===== config.mk =====
export PLATFORM = sky130hd
export DESIGN_NAME = elag_top
export DESIGN_NICKNAME = d
export VERILOG_FILES = /design/src/rtl/elag_pkg.sv /design/src/rtl/elag_classify.sv /design/src/rtl/elag_tracker.sv /design/src/rtl/elag_issue.sv /design/src/rtl/elag_top.sv
export SDC_FILE = /design/constraint.sdc
export NUM_CORES = 1
export LEC_CHECK = 0
export ABC_AREA = 1
export CORE_AREA = 2 2 165 118
export DETAILED_ROUTE_END_ITERATION = 6
export DIE_AREA = 0 0 167 120
export DONT_BUFFER_PORTS = 1
export PLACE_DENSITY_LB_ADDON = 0.3
export SLEW_MARGIN = 15
export SYNTH_ARGS = -nofsm -noshare
export SYNTH_HDL_FRONTEND = slang
export SYNTH_HIERARCHICAL = 1
export SYNTH_SLANG_ARGS = --single-unit

===== constraint.sdc =====
create_clock -name clk -period 2.9 [get_ports clk]
set_input_delay 0.58 -clock clk [delete_from_list [all_inputs] [get_ports clk]]
set_output_delay 0.58 -clock clk [all_outputs]
set_load 0.005 [all_outputs]

===== src/rtl/elag_pkg.sv =====
package elag_pkg;
  typedef enum logic [2:0] {
    OPC_MISC  = 3'd0,
    OPC_LOLIT = 3'd1,
    OPC_HILIT = 3'd2,
    OPC_SUM   = 3'd3,
    OPC_LOAD  = 3'd4
  } opc_e;

  typedef struct packed {
    logic is_lo;
    logic is_hi;
    logic is_sum;
    logic is_load;
    logic is_other;
    logic other_wr;
  } cls_t;
endpackage


===== src/rtl/elag_classify.sv =====
module elag_classify
  import elag_pkg::*;
(
  input  logic       instr_valid,
  input  logic       flush,
  input  logic [2:0] instr_op,
  input  logic       instr_wr_en,
  output cls_t       cls
);
  logic live;
  assign live = instr_valid && !flush;

  always_comb begin
    cls = '0;
    if (live) begin
      case (instr_op)
        OPC_LOLIT: cls.is_lo  = 1'b1;
        OPC_HILIT: cls.is_hi  = 1'b1;
        OPC_SUM:   cls.is_sum = 1'b1;
        default:   cls.is_other = 1'b1;
      endcase
      cls.is_load  = (instr_op == OPC_LOAD);
      cls.other_wr = cls.is_other && instr_wr_en;
    end
  end
endmodule


===== src/rtl/elag_tracker.sv =====
module elag_tracker
  import elag_pkg::*;
#(
  parameter int RW = 8,
  parameter int AW = 32,
  parameter int IW = 16
) (
  input  logic          clk,
  input  logic          rst,
  input  logic          flush,
  input  cls_t          cls,
  input  logic [RW-1:0] instr_dst,
  input  logic [IW-1:0] instr_imm,
  input  logic [AW-1:0] opnd_a,
  input  logic [AW-1:0] opnd_b,
  output logic          trk_valid,
  output logic          trk_fresh,
  output logic [RW-1:0] trk_tag,
  output logic [AW-1:0] trk_value
);
  localparam int LOW_W = AW - IW;

  logic          producer;
  logic          same_reg;
  logic [LOW_W-1:0] low_keep;
  logic [AW-1:0] next_value;

  assign producer = cls.is_lo || cls.is_hi || cls.is_sum;
  assign same_reg = trk_valid && (trk_tag == instr_dst);
  assign low_keep = same_reg ? trk_value[LOW_W-1:0] : opnd_a[LOW_W-1:0];

  always_comb begin
    next_value = opnd_a + opnd_b;
    if (cls.is_lo)
      next_value = {{LOW_W{1'b0}}, instr_imm};
    else if (cls.is_hi)
      next_value = {instr_imm, low_keep};
  end

  always_ff @(posedge clk) begin
    if (rst) begin
      trk_valid <= 1'b0;
      trk_fresh <= 1'b0;
      trk_tag   <= '0;
      trk_value <= '0;
    end else if (flush) begin
      trk_valid <= 1'b0;
      trk_fresh <= 1'b0;
    end else if (producer) begin
      trk_valid <= 1'b1;
      trk_fresh <= 1'b1;
      trk_tag   <= instr_dst;
      trk_value <= next_value;
    end else if (cls.is_other) begin
      trk_fresh <= 1'b0;
      if (cls.other_wr && same_reg)
        trk_valid <= 1'b0;
    end
  end
endmodule


===== src/rtl/elag_issue.sv =====
module elag_issue
  import elag_pkg::*;
#(
  parameter int RW = 8,
  parameter int AW = 32
) (
  input  logic          clk,
  input  logic          rst,
  input  logic          flush,
  input  cls_t          cls,
  input  logic [RW-1:0] instr_areg,
  input  logic          trk_valid,
  input  logic          trk_fresh,
  input  logic [RW-1:0] trk_tag,
  input  logic [AW-1:0] trk_value,
  input  logic          xlat_hit,
  input  logic          xlat_fault,
  input  logic [AW-1:0] xlat_paddr,
  output logic          xlat_req_valid,
  output logic [AW-1:0] xlat_vaddr,
  output logic          pred_valid,
  output logic [AW-1:0] pred_paddr
);
  logic load_match;
  logic take;

  assign load_match = cls.is_load && trk_fresh && trk_valid && (instr_areg == trk_tag);
  assign take       = xlat_req_valid && xlat_hit && !xlat_fault && !flush;

  always_ff @(posedge clk) begin
    if (rst) begin
      xlat_req_valid <= 1'b0;
      xlat_vaddr     <= '0;
      pred_valid     <= 1'b0;
      pred_paddr     <= '0;
    end else begin
      xlat_req_valid <= load_match;
      if (load_match)
        xlat_vaddr <= trk_value;
      pred_valid <= take;
      if (take)
        pred_paddr <= xlat_paddr;
    end
  end
endmodule


===== src/rtl/elag_top.sv =====
module elag_top
  import elag_pkg::*;
#(
  parameter int RW = 8,
  parameter int AW = 32,
  parameter int IW = 16
) (
  input  logic          clk,
  input  logic          rst,
  input  logic          flush,
  input  logic          instr_valid,
  input  logic [2:0]    instr_op,
  input  logic [RW-1:0] instr_dst,
  input  logic [RW-1:0] instr_areg,
  input  logic [IW-1:0] instr_imm,
  input  logic          instr_wr_en,
  input  logic [AW-1:0] opnd_a,
  input  logic [AW-1:0] opnd_b,
  output logic          xlat_req_valid,
  output logic [AW-1:0] xlat_vaddr,
  input  logic          xlat_hit,
  input  logic          xlat_fault,
  input  logic [AW-1:0] xlat_paddr,
  output logic          pred_valid,
  output logic [AW-1:0] pred_paddr
);
  cls_t          cls;
  logic          trk_valid;
  logic          trk_fresh;
  logic [RW-1:0] trk_tag;
  logic [AW-1:0] trk_value;

  elag_classify u_cls (
    .instr_valid (instr_valid),
    .flush       (flush),
    .instr_op    (instr_op),
    .instr_wr_en (instr_wr_en),
    .cls         (cls)
  );

  elag_tracker #(.RW(RW), .AW(AW), .IW(IW)) u_trk (
    .clk       (clk),
    .rst       (rst),
    .flush     (flush),
    .cls       (cls),
    .instr_dst (instr_dst),
    .instr_imm (instr_imm),
    .opnd_a    (opnd_a),
    .opnd_b    (opnd_b),
    .trk_valid (trk_valid),
    .trk_fresh (trk_fresh),
    .trk_tag   (trk_tag),
    .trk_value (trk_value)
  );

  elag_issue #(.RW(RW), .AW(AW)) u_iss (
    .clk            (clk),
    .rst            (rst),
    .flush          (flush),
    .cls            (cls),
    .instr_areg     (instr_areg),
    .trk_valid      (trk_valid),
    .trk_fresh      (trk_fresh),
    .trk_tag        (trk_tag),
    .trk_value      (trk_value),
    .xlat_hit       (xlat_hit),
    .xlat_fault     (xlat_fault),
    .xlat_paddr     (xlat_paddr),
    .xlat_req_valid (xlat_req_valid),
    .xlat_vaddr     (xlat_vaddr),
    .pred_valid     (pred_valid),
    .pred_paddr     (pred_paddr)
  );
endmodule


==> results of run 1 <==
per-layer routing:
metal | up-vias | share of wire [%]
li1 | 3664 | -
met1 | 3138 | 49
met2 | 255 | 41
met3 | 13 | 9.6
met4 | 0 | 0.70
met5 | - | 0
how the worst max path moves through the flow:
stage / from / end / slack, ns / cells past startpoint
final: flush / u_trk/trk_value[14] / 0.77 / 12
after global routing: flush / u_trk/trk_value[10] / 0.52 / 12
after CTS: flush / u_trk/trk_value[14] / 0.79 / 12
after detailed placement: flush / u_trk/trk_value[14] / 0.44 / 12
after global placement: flush / u_trk/trk_value[14] / 0.53 / 12
after floorplan: opnd_a[0] / u_trk/trk_value[16] / 0.79 / 9
Yosys cell counts, drive strengths merged (3+ instances only):
| library cell | instances | area [sq um] |
|---|---|---|
| nand2 | 301 | 1145 |
| buf | 26 | 201.4 |
| a21oi | 72 | 416.7 |
| clkbuf | 14 | 52.55 |
| o21ai | 85 | 425.4 |
| dfxtp | 108 | 2162 |
| o21bai | 3 | 22.52 |
| o211ai | 3 | 22.52 |
| ha | 31 | 387.9 |
| nand3b | 4 | 30.03 |
| a22o | 6 | 52.55 |
| nor3 | 5 | 30.03 |
| nand4 | 4 | 25.02 |
| xor2 | 9 | 78.83 |
| xnor2 | 12 | 112.6 |
| nor2 | 227 | 912.1 |
| inv | 169 | 641.9 |
| nand3 | 94 | 490.5 |
layout by cell type (no fill, tap or decap), types with 9 or more instances in the layout:
| cell type | count |
|---|---|
| a21oi_1 | 57 |
| a21oi_2 | 15 |
| buf_4 | 11 |
| clkbuf_16 | 9 |
| dfxtp_1 | 108 |
| ha_1 | 31 |
| inv_1 | 165 |
| nand2_1 | 295 |
| nand3_1 | 90 |
| nor2_1 | 217 |
| o21ai_0 | 75 |
| o21ai_1 | 10 |
| xnor2_1 | 11 |
| xor2_1 | 9 |
where the power goes:
part / switching (mW) / internal (mW)
logic: 0.475 / 0.239
registers: 0.0144 / 1.50
clock network: 0.539 / 0.629
logic make-up (layout without fill, tap and decap cells):
kind of cell,after synthesis,in the layout,synth area share [%]
fa+ha+maj,32,32,5.608
xor+xnor,21,21,2.632
flops,108,108,29.73
buf+inv,211,197,12.42
simple gates,636,636,36.28
compound gates,173,173,13.33
state kept, by name, summed over array words and instances (netlist names):
name and cells:
u_iss/pred_paddr 32, u_iss/pred_valid 1, u_iss/xlat_req_valid 1, u_iss/xlat_vaddr 32
u_trk/trk_fresh 1, u_trk/trk_tag 8, u_trk/trk_valid 1, u_trk/trk_value 32
worst max-delay path, cell delays in order:
cell     delay (ns)
inv_1          0.07
nand4_1        0.11
nor2_1         0.40
nor2_8         0.06
inv_6          0.12
nor2_8         0.04
nor2_4         0.09
nand2_1        0.24
inv_2          0.36
nand3_1        0.11
nor2_1         0.13
nor2_1         0.04
stage by stage:
stage          utilization (%)  worst slack (ns)  instances  total power [mW]  cell area, sq um
2_1_floorplan                -            0.7916       1181             2.078              7273
6_report                 41.47            0.7736       1409             3.399              7692
3_5_place_dp             39.93            0.4384       1394             2.252              7407
4_1_cts                  41.47            0.7932       1409             3.421              7692
5_1_grt                  41.47            0.5224       1409             3.587              7692
3_3_place_gp             39.93            0.5289       1394             2.247              7407
area by class of cell:
type / count / area (sq um)
clock inverter: 4 / 32.53
tap: 242 / 302.8
sequential: 108 / 2162
multi-input combinational: 862 / 4210
timing repair buffer: 11 / 82.58
inverter: 171 / 649.4
clock buffer: 11 / 252.7
fill: 2016 / 10860
==> flow_summary.toml, run 1 <==
[worst_setup_path]
reg2reg_slack_ns = 0.98
cp-start-kind = "input port"
r2r-start = "u_trk/trk_tag[1]"
r2r_cells = 11
end_kind = "flip-flop"
critPathMaxFanout = 22
critical_path_required_ns = 3.14
path_class = "in -> reg"
rr_endpoint = "u_trk/trk_value[6]"
worst-endpoint-arrival_ns = 2.36

[timing]
min_period_ns = 2.126
rsz0062_at_grt = "no"
hold_violations = 0
tns_ns = 0
finClkSkew_ns = 0.008240
slew_viol_final = 0
fmax_mhz = 470.3
finalSetupViolCount = 0
worst_pin_slew_ns = 0.8003
min_period_over_period_pct = 73.32
relSlewSlack_pct = 46.32
hold_slack_ns = 0.3022

[logic_synthesis]
synth_top_flop_cell = "dfxtp_1"
synth_cell_types = 40
ys_seq_area_share_pct = 29.73
synth-seq-cells = 108
syn-num-nets = 1351
syn_inst = 1181
synthesis.area_sq_um = 7273
synth-edff-count = 0
ys_async_sr_fraction_pct = 0
avgSynthCellArea_sq_um = 6.159
yosys_warnings = 6

[routing]
postRouteAntennaNets = 0
drc_errors = 0
drt-initial-drc-count = 530
vias = 7070
drt_wl_total_um = 22130
routed_via_density = 5.018
wl_per_cell_um = 15.71
drtPass1Iterations = 5

[clock_network]
cts_tree = "yes"
clk_pin_slew_worst_paths_ns = 0.07
cts_hold_buf = 0
cts_buffer_depth = 2
cts_sinks = 108
cts-root-buf = "clkbuf_16"
h-tree-depth = 3
cts_resized = 0
post_cts_buffers = 0
cts_buffers = 9
clk_latency_ns = 0.35

[grt]
met1_usage_pct = 32.14
grt_max_degree = 43
grt_overflow = 0
globalRouteMet2Util_pct = 31.17
antenna_found_initial = 0
met3_usage_pct = 6.497
busiest_layer = "met1"
grt_first_pass_wirelength_um = 34240
first_global_vias = 6315
grt_use_total_pct = 21.62

[layout]
layout-drive-gt1-share_pct = 5.741
area_growth_pct = 5.763
antenna_cells = 0
num-nets-final = 1333

[die]
core_sq_um = 18550
fp.dieW_um = 167
rows = 42
die_area_sq_um = 20040
start_util_pct = 39.21
pin_count = 204
die_h_um = 120

[power_and_ir_drop]
irDropWorstVdd_mv = 0.2541
p_leak_nw = 3.639
powerDensity_nw_per_um2 = 441.8

[min_path]
hold_end = "u_iss/pred_valid"
hold_depth = 1
holdCritPathClass = "in -> reg"
hp-start = "rst"

[placement]
portBuffers = 0
gp_congestion = 0.9326
dp_hpwl_um = 18180

[job]
drv_cap = 0

[run_status]
outcome = "finished, final reports clean"
Power figures use the tool's default switching activity.
==> run 2: changes to the inputs <==
==> constraint.sdc (replaced) <==
create_clock -name clk -period 2.1 [get_ports clk]
set_input_delay 0.42 -clock clk [delete_from_list [all_inputs] [get_ports clk]]
set_output_delay 0.42 -clock clk [all_outputs]
set_load 0.005 [all_outputs]
==> flow_summary.toml, run 2 (same netlist as run 1, synthesis figures left out) <==
[grt]
grt_use_total_pct = 22.30
first_global_vias = 6374
antenna_found_initial = 0
grt_max_degree = 43
grt_overflow = 0
grt_first_pass_wirelength_um = 34960

[worst_setup_path]
end_kind = "flip-flop"
critPathMaxFanout = 5
critical_path_required_ns = 2.34
path_class = "in -> reg"
cp-start-kind = "input port"
worst-endpoint-arrival_ns = 2.07

[timing]
hold_violations = 0
slew_viol_final = 0
min_period_over_period_pct = 87.36
min_period_ns = 1.835
worst_pin_slew_ns = 0.7919
finalSetupViolCount = 0
fmax_mhz = 545.1
tns_ns = 0
finClkSkew_ns = 0.01092
rsz0062_at_grt = "no"
relSlewSlack_pct = 46.88

[placement]
portBuffers = 0
gp_congestion = 0.9994
dp_hpwl_um = 18600

[layout]
num-nets-final = 1349
layout-drive-gt1-share_pct = 7.095
largest_registers = "u_iss/pred_paddr x32, u_iss/xlat_vaddr x32, u_trk/trk_value x32"
final_cell_mix = "nand2_1, nor2_1, inv_1"
area_growth_pct = 8.945
antenna_cells = 0
fillers = 2037
layout_commonest_cell = "nand2_1"

[routing]
routed_via_density = 5.064
drt_wl_total_um = 22730
drt-initial-drc-count = 649
vias = 7221
wl_per_cell_um = 15.94
drtPass1Iterations = 5
postRouteAntennaNets = 0
drc_errors = 0

[die]
start_util_pct = 39.21
rows = 42
pin_count = 204
fp.dieW_um = 167
die_h_um = 120
die_area_sq_um = 20040
core_sq_um = 18550

[clock_network]
h-tree-depth = 3
cts_hold_buf = 0
cts_buffer_depth = 2
post_cts_buffers = 0
cts-root-buf = "clkbuf_16"
cts_buffers = 9
cts_sinks = 108
cts_resized = 0
cts_tree = "yes"
clk_pin_slew_worst_paths_ns = 0.08
clk_latency_ns = 0.34

[power_and_ir_drop]
p_leak_nw = 3.763
powerDensity_nw_per_um2 = 627.5
irDropWorstVdd_mv = 0.3295
power_mw = 4.972

[min_path]
holdCritPathClass = "in -> reg"

[job]
drv_cap = 0

[run_status]
outcome = "finished, final reports clean"
==> run 2: changes by cell type in the layout (fill, tap and decap cells not counted) <==
cell	change
inv_6	+2
buf_12	+6
clkinv_2	+2
clkinvlp_4	-2
buf_4	+10
clkinv_4	-1
clkbuf_8	-2
bufinv_16	+2
==> run 2: worst paths after layout <==
path                           start             endpoint  slack (ns)  depth (start not counted)
hold / removal                   rst     u_iss/pred_valid        0.14                          1
hold reg to reg   u_trk/trk_value[2]   u_trk/trk_value[2]        0.49                          2
setup reg to reg    u_trk/trk_tag[1]  u_trk/trk_value[13]        0.38                         11
setup / recovery          opnd_a[12]  u_trk/trk_value[13]        0.27                         11
==> run 2: critical path, stage by stage <==
cell     delay [ns]
ha_1           0.37
nand2_1        0.13
inv_1          0.06
nand2_1        0.10
inv_1          0.08
a21oi_1        0.20
nand2_2        0.10
xnor2_1        0.34
nor2_1         0.09
nor2_1         0.13
nor2_1         0.05
==> run 2: power by group <==
group	internal (mW)	total [mW]	leakage [nW]	switching (mW)
Sequential	2.07	2.09	0.872	0.0189
Clock	1.06	1.85	0.161	0.792
Combinational	0.363	1.03	2.73	0.670
Total	3.49	4.97	3.76	1.48
==> run 2: per-layer routing <==
layer / track usage, % / routed length, um
met3: 6.497 / 2319
met2: 32.69 / 9454
met4: 4.903 / 350
met5: 0 / 0
met1: 32.20 / 10610
==> run 2: metrics by stage <==
| stage | hold slack (ns) | setup slack (ns) | std cells | area [sq um] | utilization (%) |
|---|---|---|---|---|---|
| after floorplan | 0.4534 | 0.1516 | 1181 | 7273 | - |
| after global placement | 0.4711 | 0.02041 | 1410 | 7602 | 40.98 |
| after detailed placement | 0.4733 | 0.01010 | 1410 | 7602 | 40.98 |
| after CTS | 0.1272 | 0.3812 | 1426 | 7924 | 42.72 |
| after global routing | 0.1237 | 0.1292 | 1426 | 7924 | 42.72 |
| final | 0.1436 | 0.2655 | 1426 | 7924 | 42.72 |
==> run 2: cell type report <==
type	count	area, sq um	share of cell area, %
multi-input cells	862	4210	53.13
flip-flops and latches	108	2162	27.29
inverters	171	649.4	8.195
well taps	242	302.8	3.821
repair buffers	27	277.8	3.505
clock buffers	9	225.2	2.842
clock inverters	7	96.34	1.216
==> run 3: changes to the inputs <==
--- a/config.mk
+++ b/config.mk
@@ -11,7 +11,6 @@
 export DIE_AREA = 0 0 167 120
 export DONT_BUFFER_PORTS = 1
 export PLACE_DENSITY_LB_ADDON = 0.3
-export SLEW_MARGIN = 15
 export SYNTH_ARGS = -nofsm -noshare
 export SYNTH_HDL_FRONTEND = slang
 export SYNTH_HIERARCHICAL = 1
==> constraint.sdc (replaced) <==
create_clock -name clk -period 2.1 [get_ports clk]
set_input_delay 0.42 -clock clk [delete_from_list [all_inputs] [get_ports clk]]
set_output_delay 0.42 -clock clk [all_outputs]
set_load 0.1 [all_outputs]
==> flow_summary.toml, run 3 (same netlist as run 1, synthesis figures left out) <==
[timing]
finClkSkew_ns = 0.008203
worst_pin_slew_ns = 0.7838
min_period_ns = 1.898
slew_viol_final = 0
rsz0062_at_grt = "no"
hold_violations = 0
hold_slack_ns = 0.1345
relSlewSlack_pct = 47.43
fmax_mhz = 526.8
finalSetupViolCount = 0
tns_ns = 0
min_period_over_period_pct = 90.39

[routing]
wl_per_cell_um = 15.40
vias = 7373
drt-initial-drc-count = 710
drtPass1Iterations = 5
drc_errors = 0
drt_wl_total_um = 22940
routed_via_density = 4.948
postRouteAntennaNets = 0

[die]
pin_count = 204
die_area_sq_um = 20040
start_util_pct = 39.21
fp.dieW_um = 167
rows = 42
die_h_um = 120
core_sq_um = 18550

[clock_network]
post_cts_buffers = 0
h-tree-depth = 3
cts_buffers = 9
cts_buffer_depth = 2
cts_sinks = 108
cts_resized = 0
cts_hold_buf = 0
cts_tree = "yes"
clk_pin_slew_worst_paths_ns = 0.07
cts-root-buf = "clkbuf_16"
clk_latency_ns = 0.35

[power_and_ir_drop]
p_clk_share_pct = 34.5
powerDensity_nw_per_um2 = 567.3
p_sw_mw = 1.488
irDropWorstVdd_mv = 0.3712
comb_power_share_pct = 21.3
switching_share_pct = 31.43
p_leak_nw = 4.085
p_seq_share_pct = 44.2
p_int_mw = 3.245

[grt]
first_global_vias = 6706
grt_max_degree = 43
grt_overflow = 0
grt_use_total_pct = 22.99
grt_first_pass_wirelength_um = 36270
antenna_found_initial = 0

[worst_setup_path]
path_class = "in -> reg"
worst-endpoint-arrival_ns = 2.11
critical_path_required_ns = 2.31
end_kind = "flip-flop"
critPathMaxFanout = 4
cp-start-kind = "input port"

[layout]
fillers = 2029
area_growth_pct = 14.69
final_cells = 1490
largest_registers = "u_iss/pred_paddr x32, u_iss/xlat_vaddr x32, u_trk/trk_value x32"
layout_commonest_cell = "nand2_1"
final_util_pct = 44.97
layout-drive-gt1-share_pct = 11.86
num-nets-final = 1413
antenna_cells = 0
final_cell_mix = "nand2_1, nor2_1, inv_1"

[placement]
dp.cells = 1474
gp_congestion = 1.039
portBuffers = 0
dp_hpwl_um = 18950

[run_status]
outcome = "finished, final reports clean"

[job]
drv_cap = 0

[min_path]
holdCritPathClass = "in -> reg"
==> run 3: changes by cell type in the layout (fill, tap and decap cells not counted) <==
| cell | before | now |
|---|---|---|
| inv_8 | 0 | 1 |
| buf_4 | 21 | 87 |
| clkinv_4 | 0 | 2 |
| bufinv_16 | 2 | 0 |
| buf_12 | 6 | 4 |
| inv_6 | 4 | 3 |
| clkinvlp_4 | 0 | 1 |
| clkinv_2 | 2 | 1 |
==> run 3: metrics by stage <==
step / power [mW] / worst slack [ns] / area (sq um)
6_report: 4.733 / 0.2018 / 8342
5_1_grt: 5.005 / 0.1897 / 8342
2_1_floorplan: 2.870 / 0.1516 / 7273
3_5_place_dp: 3.128 / -0.02142 / 8058
3_3_place_gp: 3.126 / -0.007655 / 8058
4_1_cts: 4.770 / 0.3495 / 8342
==> run 3: path summary, 6_finish.rpt <==
path | startpoint | end | slack (ns) | cells after the start
max | opnd_a[5] | u_trk/trk_value[15] | 0.20 | 9
min | rst | u_iss/pred_valid | 0.13 | 1
max reg2reg | u_trk/trk_tag[1] | u_trk/trk_value[13] | 0.44 | 11
min reg2reg | u_iss/pred_paddr[16] | u_iss/pred_paddr[16] | 0.48 | 2
==> run 3: power groups by stage <==
stage / clock network, mW / logic, mW / registers, mW
floorplan: 0 / 0.736 / 2.13
CTS: 1.69 / 0.993 / 2.09
detailed placement: 0 / 0.988 / 2.14
global route: 1.77 / 1.14 / 2.10
finish: 1.63 / 1.01 / 2.09
global placement: 0 / 0.985 / 2.14
==> run 3: cell type report <==
cell class | count | area [sq um] | area share [%]
Multi-Input combinational cell | 862 | 4210 | 50.47
Sequential cell | 108 | 2162 | 25.92
Timing Repair Buffer | 91 | 733.2 | 8.790
Inverter | 171 | 649.4 | 7.785
Tap cell | 242 | 302.8 | 3.630
Clock buffer | 9 | 225.2 | 2.700
Clock inverter | 7 | 58.81 | 0.7050
==> run 3: worst max-delay path, cell delays in order <==
cell and delay [ns]:
ha_1 0.34, nand2_1 0.20, inv_1 0.08, a21oi_1 0.15, nand2_1 0.15, nand2_1 0.11, nand2_2 0.09, o21ai_0 0.44
a21oi_1 0.13
==> run 3: layer usage <==
layer	vias to the layer above	routed length, um	track usage (%)
li1	3822	-	-
met1	3239	10620	32.30
met2	286	9391	33.72
met3	26	2527	8.113
met4	0	410	5.065
met5	-	0	0
